`src/rtl/pktdma_chan_regs.sv`:
```
module pktdma_chan_regs #(
  parameter int NCH       = 2,
  parameter int AW        = 8,
  parameter int CH_BASE   = 'h80,
  parameter int CH_STRIDE = 'h20,
  parameter int LOCK_ADDR = 'hC7,
  parameter logic [7:0]  LOCK_KEY = 8'h07,
  parameter logic [15:0] CTRL_RST = 16'h0103,
  parameter logic [15:0] THR_RST  = 16'h0100,
  parameter logic [15:0] CNT_RST  = 16'h0001
) (
  input  logic                 clk,
  input  logic                 rst_n,
  input  logic                 bus_wr,
  input  logic                 bus_rd,
  input  logic [AW-1:0]        bus_addr,
  input  logic [31:0]          bus_wdata,
  output logic [31:0]          bus_rdata,
  input  logic [NCH*8-1:0]     evt_set,
  output logic [NCH-1:0]       go_pulse,
  output logic [NCH-1:0]       eng_rst,
  output logic [NCH-1:0]       dev_hrst,
  output logic [NCH-1:0]       irq,
  output logic [NCH*2-1:0]     pio_mode,
  output logic [NCH*16-1:0]    cpb_count,
  output logic [NCH*32-1:0]    cpb_next,
  output logic [NCH*32-1:0]    cpb_lookup,
  output logic [NCH*16-1:0]    fifo_in_thr,
  output logic [NCH*16-1:0]    fifo_out_thr
);
  localparam int OW = $clog2(CH_STRIDE);
  localparam int IW = AW - OW;
  localparam logic [AW:0] WIN_LO = (AW+1)'(CH_BASE);
  localparam logic [AW:0] WIN_HI = (AW+1)'(CH_BASE + NCH * CH_STRIDE);
  localparam logic [OW-1:0] O_CTRL = OW'('h00);
  localparam logic [OW-1:0] O_STAT = OW'('h02);
  localparam logic [OW-1:0] O_CNT  = OW'('h04);
  localparam logic [OW-1:0] O_NXT  = OW'('h0C);
  localparam logic [OW-1:0] O_LKP  = OW'('h10);
  localparam logic [OW-1:0] O_FIN  = OW'('h14);
  localparam logic [OW-1:0] O_FOUT = OW'('h16);
  localparam int B_MASK = 8;
  localparam int B_GO   = 7;
  localparam int B_ERST = 5;
  localparam int B_HRST = 2;
  localparam logic [15:0] CTRL_KEEP = ~((16'd1 << B_GO) | (16'd1 << B_ERST));

  logic                     lock;
  logic                     in_win;
  logic                     lock_hit;
  logic [AW-1:0]            rel;
  logic [OW-1:0]            off;
  logic [NCH-1:0]           hit;
  logic [NCH-1:0][31:0]     chan_rd;
  logic [31:0]              rmux;

  assign in_win   = ({1'b0, bus_addr} >= WIN_LO) && ({1'b0, bus_addr} < WIN_HI);
  assign lock_hit = (bus_addr == AW'(LOCK_ADDR));
  assign rel      = bus_addr - AW'(CH_BASE);
  assign off      = rel[OW-1:0];

  always_ff @(posedge clk) begin
    if (!rst_n)
      lock <= 1'b0;
    else if (bus_wr && lock_hit)
      lock <= (bus_wdata[7:0] == LOCK_KEY);
  end

  for (genvar g = 0; g < NCH; g++) begin : g_ch
    logic [15:0] ctrl, cnt, fin, fout;
    logic [7:0]  stat;
    logic [31:0] nxt, lkp;
    logic        gop, erp;
    logic        wr_c, rd_c, ctl_wr;
    logic [7:0]  evt;

    assign hit[g]  = in_win && (rel[AW-1:OW] == IW'(g));
    assign wr_c    = bus_wr && hit[g];
    assign rd_c    = bus_rd && hit[g];
    assign ctl_wr  = wr_c && (off == O_CTRL);
    assign evt     = evt_set[g*8 +: 8];

    always_ff @(posedge clk) begin
      if (!rst_n) begin
        ctrl <= CTRL_RST;
        cnt  <= CNT_RST;
        nxt  <= '0;
        lkp  <= '0;
        fin  <= THR_RST;
        fout <= THR_RST;
        gop  <= 1'b0;
        erp  <= 1'b0;
      end else begin
        gop <= ctl_wr && bus_wdata[B_GO] && !bus_wdata[B_ERST] && lock;
        erp <= ctl_wr && bus_wdata[B_ERST];
        if (wr_c) begin
          case (off)
            O_CTRL: ctrl <= bus_wdata[15:0] & CTRL_KEEP;
            O_CNT:  cnt  <= bus_wdata[15:0];
            O_NXT:  nxt  <= {bus_wdata[31:3], 3'b000};
            O_LKP:  lkp  <= bus_wdata;
            O_FIN:  fin  <= bus_wdata[15:0];
            O_FOUT: fout <= bus_wdata[15:0];
            default: ;
          endcase
        end
      end
    end

    always_ff @(posedge clk) begin
      if (!rst_n)
        stat <= '0;
      else if (ctl_wr && bus_wdata[B_ERST])
        stat <= '0;
      else if (rd_c && off == O_STAT)
        stat <= evt;
      else
        stat <= stat | evt;
    end

    assign chan_rd[g] = (off == O_CTRL) ? {16'h0, ctrl} :
                        (off == O_STAT) ? {24'h0, stat} :
                        (off == O_CNT)  ? {16'h0, cnt}  :
                        (off == O_NXT)  ? nxt           :
                        (off == O_LKP)  ? lkp           :
                        (off == O_FIN)  ? {16'h0, fin}  :
                        (off == O_FOUT) ? {16'h0, fout} : 32'h0;

    assign go_pulse[g]           = gop;
    assign eng_rst[g]            = erp;
    assign dev_hrst[g]           = ctrl[B_HRST];
    assign irq[g]                = (stat != 8'h00) && !ctrl[B_MASK];
    assign pio_mode[g*2 +: 2]    = ctrl[1:0];
    assign cpb_count[g*16 +: 16] = cnt;
    assign cpb_next[g*32 +: 32]  = nxt;
    assign cpb_lookup[g*32 +: 32] = lkp;
    assign fifo_in_thr[g*16 +: 16]  = fin;
    assign fifo_out_thr[g*16 +: 16] = fout;
  end

  always_comb begin
    rmux = 32'h0;
    if (lock_hit)
      rmux = {24'h0, lock ? LOCK_KEY : 8'h00};
    for (int i = 0; i < NCH; i++)
      if (hit[i])
        rmux = chan_rd[i];
  end

  always_ff @(posedge clk) begin
    if (!rst_n)
      bus_rdata <= '0;
    else if (bus_rd)
      bus_rdata <= rmux;
  end
endmodule

```
`config.mk`:
```
export PLATFORM = sky130hd
export DESIGN_NAME = pktdma_chan_regs
export DESIGN_NICKNAME = d
export VERILOG_FILES = /design/src/rtl/pktdma_chan_regs.sv
export SDC_FILE = /design/constraint.sdc
export NUM_CORES = 1
export LEC_CHECK = 0
export CELL_PAD_IN_SITES_DETAIL_PLACEMENT = 0
export CELL_PAD_IN_SITES_GLOBAL_PLACEMENT = 1
export CORE_UTILIZATION = 37
export DETAILED_ROUTE_END_ITERATION = 16
export PLACE_DENSITY = 0.88
export SYNTH_ARGS = -nofsm -noshare
export SYNTH_HDL_FRONTEND = slang
export SYNTH_SLANG_ARGS = --single-unit
```
`constraint.sdc`:
```
create_clock -name clk -period 2.87 [get_ports clk]
set_clock_uncertainty 0.15 [all_clocks]
set_input_delay 0.574 -clock clk [delete_from_list [all_inputs] [get_ports clk]]
set_output_delay 0.574 -clock clk [all_outputs]
set_load 0.005 [all_outputs]
```
* Yosys cells after proc, flatten, opt, wreduce, memory -nomap -nowiden
Index checks and enable logic that the tools add are counted.
** Storage, ports and cells
- Bits in registers :: 299
- Input port bits :: 60
- Output and inout bits :: 268
- Word-level logic and storage cells :: 98
** Cells by class
- $add $sub $neg :: 1
- Order comparisons :: 2
- Eq/ne operators :: 9
- Muxes and demuxes :: 20
- Bitwise operators :: 3
- Reductions and logical operators :: 43
** Operator list (count)
- two-way mux 32 bit :: 12
- two-way mux 16 bit :: 4
- AND reduction 2 bit :: 12
- logical AND 1 bit :: 22
- two-way mux 8 bit :: 2
- bitwise OR 8 bit :: 2
- nonzero test 8 bit :: 2
- == test 5 bit, second input constant :: 3
- == test 8 x 3 -> 1 bit, second input constant :: 1
- == test 8 bit, second input constant :: 1
- >= comparator 8 bit, second input constant :: 1
- < comparator 8 bit, second input constant :: 1
- subtractor 8 bit, second input constant :: 1
- two-way mux 3 bit :: 2
- == test 5 x 2 -> 1 bit, second input constant :: 1
- == test 5 x 3 -> 1 bit, second input constant :: 1
- == test 5 x 4 -> 1 bit, second input constant :: 1
- zero test 5 bit :: 1
- OR reduction 2 bit :: 2
- == test 3 x 1 -> 1 bit, second input constant :: 1
- zero test 1 bit :: 3
- zero test 3 bit :: 1
- inverter 1 bit :: 1

* Longest topological paths before layout
Gate-level depths: netlist (run 1).
- Depth after elaboration :: 11
- Depth in mapped cells :: 9

* Least setup slack after synthesis (run 1)
Ideal clock, no wire load.
- Path type :: input -> register
- From :: input bus_addr[4]
- To :: register bus_rdata[12]
- Library setup time :: 0.122 ns
- Arrival :: 2.049 ns
- Data required time :: 2.598 ns
- Setup slack :: 0.549 ns
- Cell stages on the path :: 7
- Path through :: buf_2 > or4b_1 > buf_2 > buf_2 > o221ai_1 > nor2_1 > a221o_1
** Between the ends
- Longest elaborated chain between the ends :: 11
- Elaborated cells between the ends (all ways) :: 31
- Those cells by class :: add/sub: 1; order compare: 2; eq/ne: 7; mux: 16; reduce/logical: 5
** RTL lines
- start, declared :: RTL line 16 : input logic [AW-1:0] bus_addr,
- subtractor 8 bit :: RTL line 59 : assign rel = bus_addr - AW'(CH_BASE);
- == test 5 bit :: RTL line 127 : (off == O_FOUT) ? {16'h0, fout} : 32'h0;
- two-way mux 16 bit :: RTL line 127
- two-way mux 16 bit :: RTL line 126 : (off == O_FIN) ? {16'h0, fin} :
- two-way mux 32 bit :: RTL line 125 : (off == O_LKP) ? lkp :
- two-way mux 32 bit :: RTL line 124 : (off == O_NXT) ? nxt :
- two-way mux 32 bit :: RTL line 123 : (off == O_CNT) ? {16'h0, cnt} :
- two-way mux 32 bit :: RTL line 122 : (off == O_STAT) ? {24'h0, stat} :
- two-way mux 32 bit :: RTL line 121 : assign chan_rd[g] = (off == O_CTRL) ? {16'h0, ctrl} :
- two-way mux 32 bit :: RTL line 146 : if (hit[i])
- two-way mux 32 bit (*) :: RTL line 146
- end signal, assigned :: RTL line 154 : bus_rdata <= rmux;
- end, declared :: RTL line 18 : output logic [31:0] bus_rdata,
Mark *: on every way between the ends. The rest lies on a longest branch, timed or not.
A chain may end at the register's enable or synchronous reset.

* Final worst setup path (run 1)
- From :: input bus_addr[4]
- To :: register bus_rdata[9]
Same word-level chain as after synthesis.

==> summary.txt, run 1 <==
hpwl dp: 40.7 mm
Initial Util: 0.380
Gates resized, CTS repair: 0
Worst setup EP type: flip-flop
TritonCTS Buffers: 34
synthesized instance count: 1663
area of the multi-input gates: 0.00690 mm²
core area: 0.0359 mm²
# port buffers: 321
average cell area after synthesis: 8.21 µm²
sequential area share after synthesis: 0.438
DR DRC count: 0
Antenna Nets Post-Route: 0
first-pass GRT wire length: 83.9 mm
# clock sinks: 299
most common cell after layout, fill and taps aside: nand2_1
total routed wirelength: 55.8 mm
Top Ports: 328
Worst R2R Path Depth: 5
crit path cell chain: clkdlybuf4s50_1, or3b_1, buf_4, nor2_8, a2bb2oi_1, a2111oi_0, a211o_1
crit path DAT: 2.82 ns
Hold Path End: g_ch[1].ctrl[8]$_SDFFE_PN1N_
remaining global-route overflow: 0
crit path max-delay cell type: clkdlybuf4s50_1
reg2reg start: g_ch[0].fin[7]$_SDFFE_PN0P_
Avg Vias per Cell: 5.61
Die Y: 194 µm
crit-path max cell delay: 0.57 ns
flip-flop and latch area: 0.00599 mm²
flops & latches, synth: 299
min-delay worst type: input port to flip-flop
Core Rows: 69
GRT Total Usage: 0.289
hold path start: rst_n
critical path launch point type: input port
P_leak: 6.37 nW
die width: 194 µm
Slew @ Worst Pin: 0.731 ns
Final #Nets: 2053
CTS tree: built
routed len/inst: 22.5 µm
Yosys warnings: 0
Synth Cell Area: 0.0137 mm²
kind of critical path: input port to flip-flop
GP Congestion: 0.942
Worst Path Required: 3.19 ns
DR vias: 13900
most frequent cells in the layout: 456 x nand2_1, 319 x clkdlybuf4s50_1, 299 x dfxtp_1
r2r setup slk: 1.17 ns
Diodes inserted: 0
final setup fails: 0
Slew HR: 0.508
Final Cell Area: 0.0190 mm²
CP startpoint: bus_addr[4]
Synth cell types: 69
Slew Limit Fails: 0
DP Area: 0.0179 mm²
ys async rst share: 0
largest net degree at the start of global routing: 65
post-route minimum period: 2.51 ns
Clock transition at path regs: 0.06 ns
placed cell count: 2418
Post-synth EDFFs: 0
Layout Cells excl Fill: 2476
Max Fclk: 399 MHz
initial antenna violation count: 1
status: complete, no violations
hold path depth: 2
max_cap viols: 0
die footprint: 0.0377 mm²
Post-CTS Setup Inserts: 0
Final Hold Slack: 0.256 ns
FILL cells: 3345
ys flop type: dfxtp_1
Skew-Pair Late Insertion Delay: 0.52 ns
Power Dens Cells: 487 mW/mm²
RSZ-0062 raised after global routing: no
Detailed Routing Iterations Pass 1: 6
RR Endpoint: bus_rdata[7]$_SDFFE_PN0P_
DP Worst Slack: -0.151 ns
Final WS setup: 0.364 ns
DR iter-0 viols: 1200
area growth from synthesis to layout: 39.5%
cts hold-fix bufs: 0
VDD IR max: 0.325 mV
CTS max path bufs: 3
final hold vios: 0
Final Cycle Share: 0.873
layout cells sized above 1: 0.107
CP max FO: 16
root buf cell: clkbuf_16
H-tree depth: 2
vias in the first global route: 13700
flip-flops by register name (all words and copies together), names as in the netlist:
signal and cells:
g_ch.fin 32, g_ch.nxt 58, bus_rdata 32, lock 1
g_ch.fout 32, g_ch.erp 2, g_ch.ctrl 28, g_ch.cnt 32
g_ch.gop 2, g_ch.stat 16, g_ch.lkp 64
cells in the mapped netlist, types with 6 or more instances:
cell type,instances,area (µm²)
a221oi_1,8,70.1
a21oi_1,72,360
nand2b_1,8,50.1
a21boi_0,142,1070
o22a_1,15,131
nor2_1,57,214
nor4_1,8,50.1
o221ai_1,11,96.3
a31oi_1,8,50.1
nor3_1,7,35.0
buf_4,16,120
nand3_1,32,160
o21ai_0,50,250
dfxtp_1,299,5990
a22o_1,7,61.3
a32oi_1,7,61.3
mux2_2,7,78.8
nor3b_1,7,52.6
buf_2,49,245
nand2_1,456,1710
o211ai_1,6,45.0
a21boi_1,62,465
a22oi_1,53,398
inv_1,9,33.8
clkbuf_1,90,338
a2111oi_0,7,61.3
mux2i_1,37,370
nor2b_1,35,219
critical path: cells and delay by family:
kind	cells	cell delay, ns
compound gates	3	0.80
buf+inv	2	0.75
simple gates	2	0.68
routing by layer:
layer	routed length, µm	global-route usage	up-vias
li1	-	-	6411
met3	5420	0.0718	131
met1	21500	0.344	6609
met2	26400	0.491	728
met4	2420	0.127	0
met5	0	0	-
per-stage QoR:
stage / power, mW / TNS [ns] / util
2_1_floorplan: 4.65 / 0 / -
3_3_place_gp: 5.00 / -1.62 / 0.499
3_5_place_dp: 5.00 / -2.14 / 0.499
4_1_cts: 9.31 / 0 / 0.530
5_1_grt: 9.54 / 0 / 0.530
6_report: 9.28 / 0 / 0.530
report_power, final:
group	leakage [nW]	internal, mW	switching, mW
clock	0.543	2.61	1.75
sequential	2.42	4.19	0.0391
combinational	3.40	0.312	0.381
total	6.37	7.12	2.17
layout make-up:
type | instances | area share
Tap cell | 461 | 0.0303
Sequential cell | 299 | 0.314
Inverter | 9 | 0.00177
Clock inverter | 5 | 0.00276
Clock buffer | 53 | 0.0554
Timing Repair Buffer | 452 | 0.233
Multi-Input combinational cell | 1197 | 0.362
logic make-up after synthesis:
logic type	after synthesis	synth area share
mux	44	0.0329
flops	299	0.438
compound gates	494	0.258
simple gates	653	0.211
other cells	1	0.000275
buf+inv	172	0.0589
worst max-delay path by stage:
stage / endpoint / slack [ns] / cells after the start
floorplan: bus_rdata[12]$_SDFFE_PN0P_ / 0.55 / 7
global placement: bus_rdata[15]$_SDFFE_PN0P_ / -0.13 / 7
detailed placement: bus_rdata[9]$_SDFFE_PN0P_ / -0.15 / 7
CTS: irq[0] / 0.35 / 3
global route: bus_rdata[13]$_SDFFE_PN0P_ / 0.17 / 8
finish: bus_rdata[9]$_SDFFE_PN0P_ / 0.36 / 7
Note: power is estimated with default switching activity, not from simulation.
==> inputs of run 2 (changes only) <==
--- a/config.mk
+++ b/config.mk
@@ -11,3 +11,3 @@
 export DETAILED_ROUTE_END_ITERATION = 16
-export PLACE_DENSITY = 0.88
+export PLACE_DENSITY_LB_ADDON = 0.1
 export SYNTH_ARGS = -nofsm -noshare
==> constraint.sdc (replaced) <==
create_clock -name clk -period 2.87 [get_ports clk]
set_clock_uncertainty 0.15 [all_clocks]
set_input_delay 0.287 -clock clk [delete_from_list [all_inputs] [get_ports clk]]
set_output_delay 0.287 -clock clk [all_outputs]
set_load 0.005 [all_outputs]
==> run 2 against run 1 <==
Utilization decreased by 0.63 points. Critical path depth increased by 1. Die area unchanged. Register-to-register slack about the same. Setup slack improved by 0.16 ns. Non-clock buffer count decreased by 37. Final area decreased by 1.2%. Sequential share of layout area increased by 0.38 points. Clock-buffer cell count decreased by 3. Hold slack got worse by 0.15 ns. Clock power increased by 3%. Power increased by 1.4%. Critical path type unchanged. Highest routed layer unchanged.
==> summary.txt, run 2 (synthesis gave the netlist of run 1 again) <==
root buf cell: clkbuf_16
Gates resized, CTS repair: 0
hold path start: bus_rd
VDD IR max: 0.336 mV
P_leak: 6.22 nW
# clock sinks: 299
GP Congestion: 0.936
Flop pwr share: 0.449
Initial Util: 0.380
setup TNS: 0 ns
Worst setup EP type: flip-flop
total routed wirelength: 57.0 mm
die width: 194 µm
Hold Path End: bus_rdata[5]$_SDFFE_PN0P_
Antenna Nets Post-Route: 0
Skew-Pair Late Insertion Delay: 0.53 ns
Largest register FFs: 64
Diodes inserted: 0
Final #Nets: 2017
most frequent cells in the layout: 456 x nand2_1, 319 x clkdlybuf4s50_1, 299 x dfxtp_1
critical path launch point type: input port
DR vias: 13600
RR Endpoint: bus_rdata[2]$_SDFFE_PN0P_
Die Y: 194 µm
Max Fclk: 426 MHz
FILL cells: 3423
TritonCTS Buffers: 35
GRT Total Usage: 0.295
die footprint: 0.0377 mm²
total chip power: 9.42 mW
Comb power frac: 0.073
Post-CTS Setup Inserts: 0
CTS tree: built
Largest Register: g_ch.lkp
Detailed Routing Iterations Pass 1: 5
post-route minimum period: 2.35 ns
CP max FO: 8
crit path cell chain: clkdlybuf4s50_1, buf_4, or3_1, nor4_1, buf_4, a32oi_1, a21oi_1, a211o_1
Slew @ Worst Pin: 0.900 ns
kind of critical path: input port to flip-flop
Slew HR: 0.392
final setup fails: 0
initial antenna violation count: 0
remaining global-route overflow: 0
crit path max-delay cell type: clkdlybuf4s50_1
clock share of power: 0.478
Final WS setup: 0.523 ns
Slew Limit Fails: 0
Power Dens Cells: 500 mW/mm²
DR DRC count: 0
Largest regs: g_ch.lkp x64, g_ch.nxt x58
P_sw: 2.26 mW
routed len/inst: 23.3 µm
Worst Path Required: 3.19 ns
most common cell after layout, fill and taps aside: nand2_1
first-pass GRT wire length: 84.8 mm
r2r setup slk: 1.16 ns
reg2reg start: g_ch[1].fin[2]$_SDFFE_PN0P_
DP Worst Slack: 0.0742 ns
H-tree depth: 2
DR iter-0 viols: 969
Avg Vias per Cell: 5.56
crit-path max cell delay: 0.58 ns
CP most frequent cell: buf_4
RSZ-0062 raised after global routing: no
Worst R2R Path Depth: 5
Top Ports: 328
area growth from synthesis to layout: 37.9%
Switching Share: 0.240
Clock transition at path regs: 0.06 ns
vias in the first global route: 13000
layout cells sized above 1: 0.0934
final hold vios: 0
# port buffers: 321
max_cap viols: 0
status: complete, no violations
hold path depth: 2
Final Cycle Share: 0.818
largest net degree at the start of global routing: 117
hpwl dp: 40.9 mm
CTS max path bufs: 3
crit path DAT: 2.67 ns
core area: 0.0359 mm²
Int Pwr: 7.15 mW
Core Rows: 69
min-delay worst type: input port to flip-flop
[run 2: worst max path at each step]
stage                     start                          to  slack [ns]  cells past startpoint
floorplan           bus_addr[4]  bus_rdata[12]$_SDFFE_PN0P_        0.84                      7
global placement    bus_addr[0]  bus_rdata[15]$_SDFFE_PN0P_        0.07                      8
detailed placement  bus_addr[4]   bus_rdata[2]$_SDFFE_PN0P_        0.07                      7
CTS                 bus_addr[4]   bus_rdata[2]$_SDFFE_PN0P_        0.60                      7
global route        bus_addr[4]   bus_rdata[1]$_SDFFE_PN0P_        0.46                      9
finish              bus_addr[0]  bus_rdata[13]$_SDFFE_PN0P_        0.52                      8
[run 2: power by group through the flow]
stage                     Combinational (mW)  Clock (mW)  Sequential, mW
after global placement                 0.673           0            4.32
after floorplan                        0.338           0            4.31
after global routing                   0.723        4.74            4.23
final                                  0.686        4.50            4.23
after CTS                              0.678        4.57            4.23
after detailed placement               0.673           0            4.32
[run 2: cell type report]
| class | count | area (µm²) | area share |
|---|---|---|---|
| clock buffers | 50 | 1020 | 0.0544 |
| clock inverters | 11 | 123 | 0.00652 |
| inverters | 9 | 33.8 | 0.00180 |
| multi-input cells | 1197 | 6910 | 0.367 |
| flip-flops and latches | 299 | 5990 | 0.318 |
| well taps | 461 | 577 | 0.0306 |
| repair buffers | 415 | 4170 | 0.221 |
[run 2: through the flow]
stage                     area (µm²)  instances  utilization  hold slack (ns)
after floorplan                13700       1668            -            0.254
final                          18800       2442        0.524            0.107
after global routing           18800       2442        0.524            0.125
after global placement         17700       2380        0.492            0.291
after CTS                      18800       2442        0.524           0.0820
after detailed placement       17700       2380        0.492            0.294
[run 2: metal layers]
layer / vias to the layer above / share of wire / GRT usage
met2: 552 / 0.48 / 0.496
met4: 0 / 0.037 / 0.114
met1: 6595 / 0.41 / 0.366
li1: 6336 / - / -
met3: 98 / 0.074 / 0.0631
met5: - / 0 / 0
[run 2: worst max-delay path: cells and delay by family]
kind | cells | cell delay [ns]
AO/OA/AOI/OAI | 3 | 0.37
buffers and inverters | 3 | 1.05
AND/OR/NAND/NOR | 2 | 0.96
[run 2: timing repair]
action                                  4_1_cts  5_1_grt
endpoints found under the setup margin        0        0
hold buffers                                  1        0
hold endpoints to repair                     15        0
==> inputs of run 3 (changes only) <==
Settings changed: CORE_UTILIZATION 37 to 33.
Clock period 2.87 ns to 2.15 ns, I/O delays scaled along.
==> run 3 against run 2 <==
Cell count increased by 6.1%. Setup slack got worse by 0.48 ns. Global-route usage decreased by 1.5 points. Via count increased by 1.3%. Die area increased by 12%. Wire length increased by 4.5%. Combinational power increased by 47%. Clock-buffer cell count unchanged. Register-to-register slack got worse by 0.70 ns. Clock power increased by 42%. Sequential power increased by 34%. Critical endpoint is now irq[0]. Largest power group unchanged.
==> summary.txt, run 3 (synthesis gave the netlist of run 1 again) <==
Hold Path End: bus_rdata[12]$_SDFFE_PN0P_
root buf cell: clkbuf_16
hold path depth: 3
GRT Total Usage: 0.280
crit path max-delay cell type: clkdlybuf4s50_1
Slew Limit Fails: 0
WP buf/inv: 1
core area: 0.0408 mm²
Power Dens Cells: 659 mW/mm²
reg2reg start: g_ch[1].lkp[3]$_SDFFE_PN0P_
status: complete, no violations
Top Ports: 328
die footprint: 0.0422 mm²
crit-path max cell delay: 0.45 ns
RR Endpoint: bus_rdata[3]$_SDFFE_PN0P_
CP max FO: 3
Largest regs: g_ch.lkp x64, g_ch.nxt x58
Die Y: 205 µm
r2r setup slk: 0.46 ns
kind of critical path: flip-flop to output pin
FILL cells: 3950
max_cap viols: 0
layout cells sized above 1: 0.137
CTS max path bufs: 3
met2 Resource Use GR: 0.481
most frequent cells in the layout: 456 x nand2_1, 315 x clkdlybuf4s50_1, 292 x dfxtp_1
GR peak layer: met2
CTS tree: built
flip-flop and latch area: 0.00599 mm²
post-route minimum period: 2.11 ns
Worst setup EP type: output pin
initial antenna violation count: 2
clock share of power: 0.490
Worst Path Required: 1.78 ns
Worst R2R Path Depth: 5
GR Layer Usage met1: 0.345
final setup fails: 0
setup TNS: 0 ns
critical path launch point type: flip-flop
first-pass GRT wire length: 88.0 mm
P_sw: 3.07 mW
Slew @ Worst Pin: 0.752 ns
TritonCTS Buffers: 36
Core Rows: 74
Slew HR: 0.497
total routed wirelength: 59.5 mm
DR vias: 13800
Max Fclk: 474 MHz
Flop pwr share: 0.433
Comb power frac: 0.077
Detailed Routing Iterations Pass 1: 5
Top Family by Delay on Critical Path: buffers and inverters
crit path DAT: 1.74 ns
die width: 205 µm
Antenna Nets Post-Route: 0
Final Hold Slack: 0.0557 ns
crit path cell chain: nor4_4, a21oi_2, clkdlybuf4s50_1
min-delay worst type: input port to flip-flop
vias in the first global route: 13700
# port buffers: 321
Int Pwr: 10.0 mW
routed len/inst: 23.0 µm
most common cell after layout, fill and taps aside: nand2_1
Diodes inserted: 0
Clock transition at path regs: 0.06 ns
Largest register FFs: 64
Initial Util: 0.334
DR iter-0 viols: 961
H-tree depth: 2
largest net degree at the start of global routing: 112
GP Congestion: 0.919
DR DRC count: 0
met3 usage: 0.0624
VDD IR max: 0.490 mV
# clock sinks: 299
area growth from synthesis to layout: 45.4%
final hold vios: 0
Final Cycle Share: 0.981
P_leak: 6.77 nW
Avg Vias per Cell: 5.31
area of the multi-input gates: 0.00700 mm²
Largest Register: g_ch.lkp
Final #Nets: 2095
hold path start: bus_rd
hpwl dp: 43.6 mm
Skew-Pair Late Insertion Delay: 0.53 ns
Switching Share: 0.235
remaining global-route overflow: 0
==> run 3: changes by cell type in the layout (fill, tap and decap cells not counted), sizes merged <==
cell           before  now
inv                10    9
clkinvlp            1    0
dlymetal6s2s        0    4
clkinv              7    9
clkdlybuf4s50     319  315
buf                95  172
bufinv              2    4
==> run 3: layout make-up <==
cell class                      instances  share of cell area
Multi-Input combinational cell       1197               0.353
Inverter                                9             0.00170
Tap cell                              532              0.0335
Clock inverter                         13             0.00889
Clock buffer                           50              0.0537
Sequential cell                       299               0.302
Timing Repair Buffer                  492               0.247
==> run 3: routing by layer <==
metal  vias to the layer above  share of wire
met2                       542           0.49
met5                         -              0
met3                        84          0.077
met1                      6610           0.41
li1                       6515              -
met4                         0          0.027
==> run 3: through the flow <==
step,cells,setup slack (ns),utilization,total power [mW],cell area (µm²)
global placement,2526,-0.584,0.452,6.75,18500
CTS,2590,0.00352,0.483,13.2,19700
detailed placement,2526,-0.546,0.452,6.75,18500
finish,2592,0.0413,0.486,13.1,19800
floorplan,1668,0.188,-,6.20,13700
global route,2592,-0.00204,0.486,13.5,19800
==> run 3: worst register-to-register path, stage by stage (launching register included) <==
cell and delay [ns]:
dfxtp_1 0.41, mux2i_1 0.10, a211oi_1 0.43, a221oi_1 0.15
nor4_1 0.25, a221o_1 0.15
==> run 3: what timing repair did <==
| action | in CTS | in global routing |
|---|---|---|
| hold endpoints to repair | 21 | 0 |
| pin swaps | 1 | 4 |
| setup endpoints to repair | 3 | 95 |
| resized for setup | 4 | 29 |
| hold buffers | 1 | 0 |
| setup buffers | 0 | 2 |
==> run 3: how the worst max path moves through the flow <==
stage	from	to	slack (ns)	depth (start not counted)
CTS	g_ch[0].stat[7]$_SDFF_PP0_	irq[0]	0.004	3
floorplan	bus_addr[4]	bus_rdata[12]$_SDFFE_PN0P_	0.19	7
global placement	bus_addr[4]	bus_rdata[12]$_SDFFE_PN0P_	-0.58	8
detailed placement	bus_addr[4]	bus_rdata[12]$_SDFFE_PN0P_	-0.55	8
finish	g_ch[0].stat[3]$_SDFF_PP0_	irq[0]	0.04	3
global route	g_ch[0].stat[3]$_SDFF_PP0_	irq[0]	-0.002	3
==> run 3: power groups by stage <==
stage          Sequential [mW]  Combinational (mW)  Clock (mW)
2_1_floorplan             5.75               0.452           0
3_5_place_dp              5.77               0.984           0
5_1_grt                   5.66                1.08        6.75
4_1_cts                   5.65               0.993        6.53
3_3_place_gp              5.77               0.983           0
6_report                  5.66                1.01        6.41
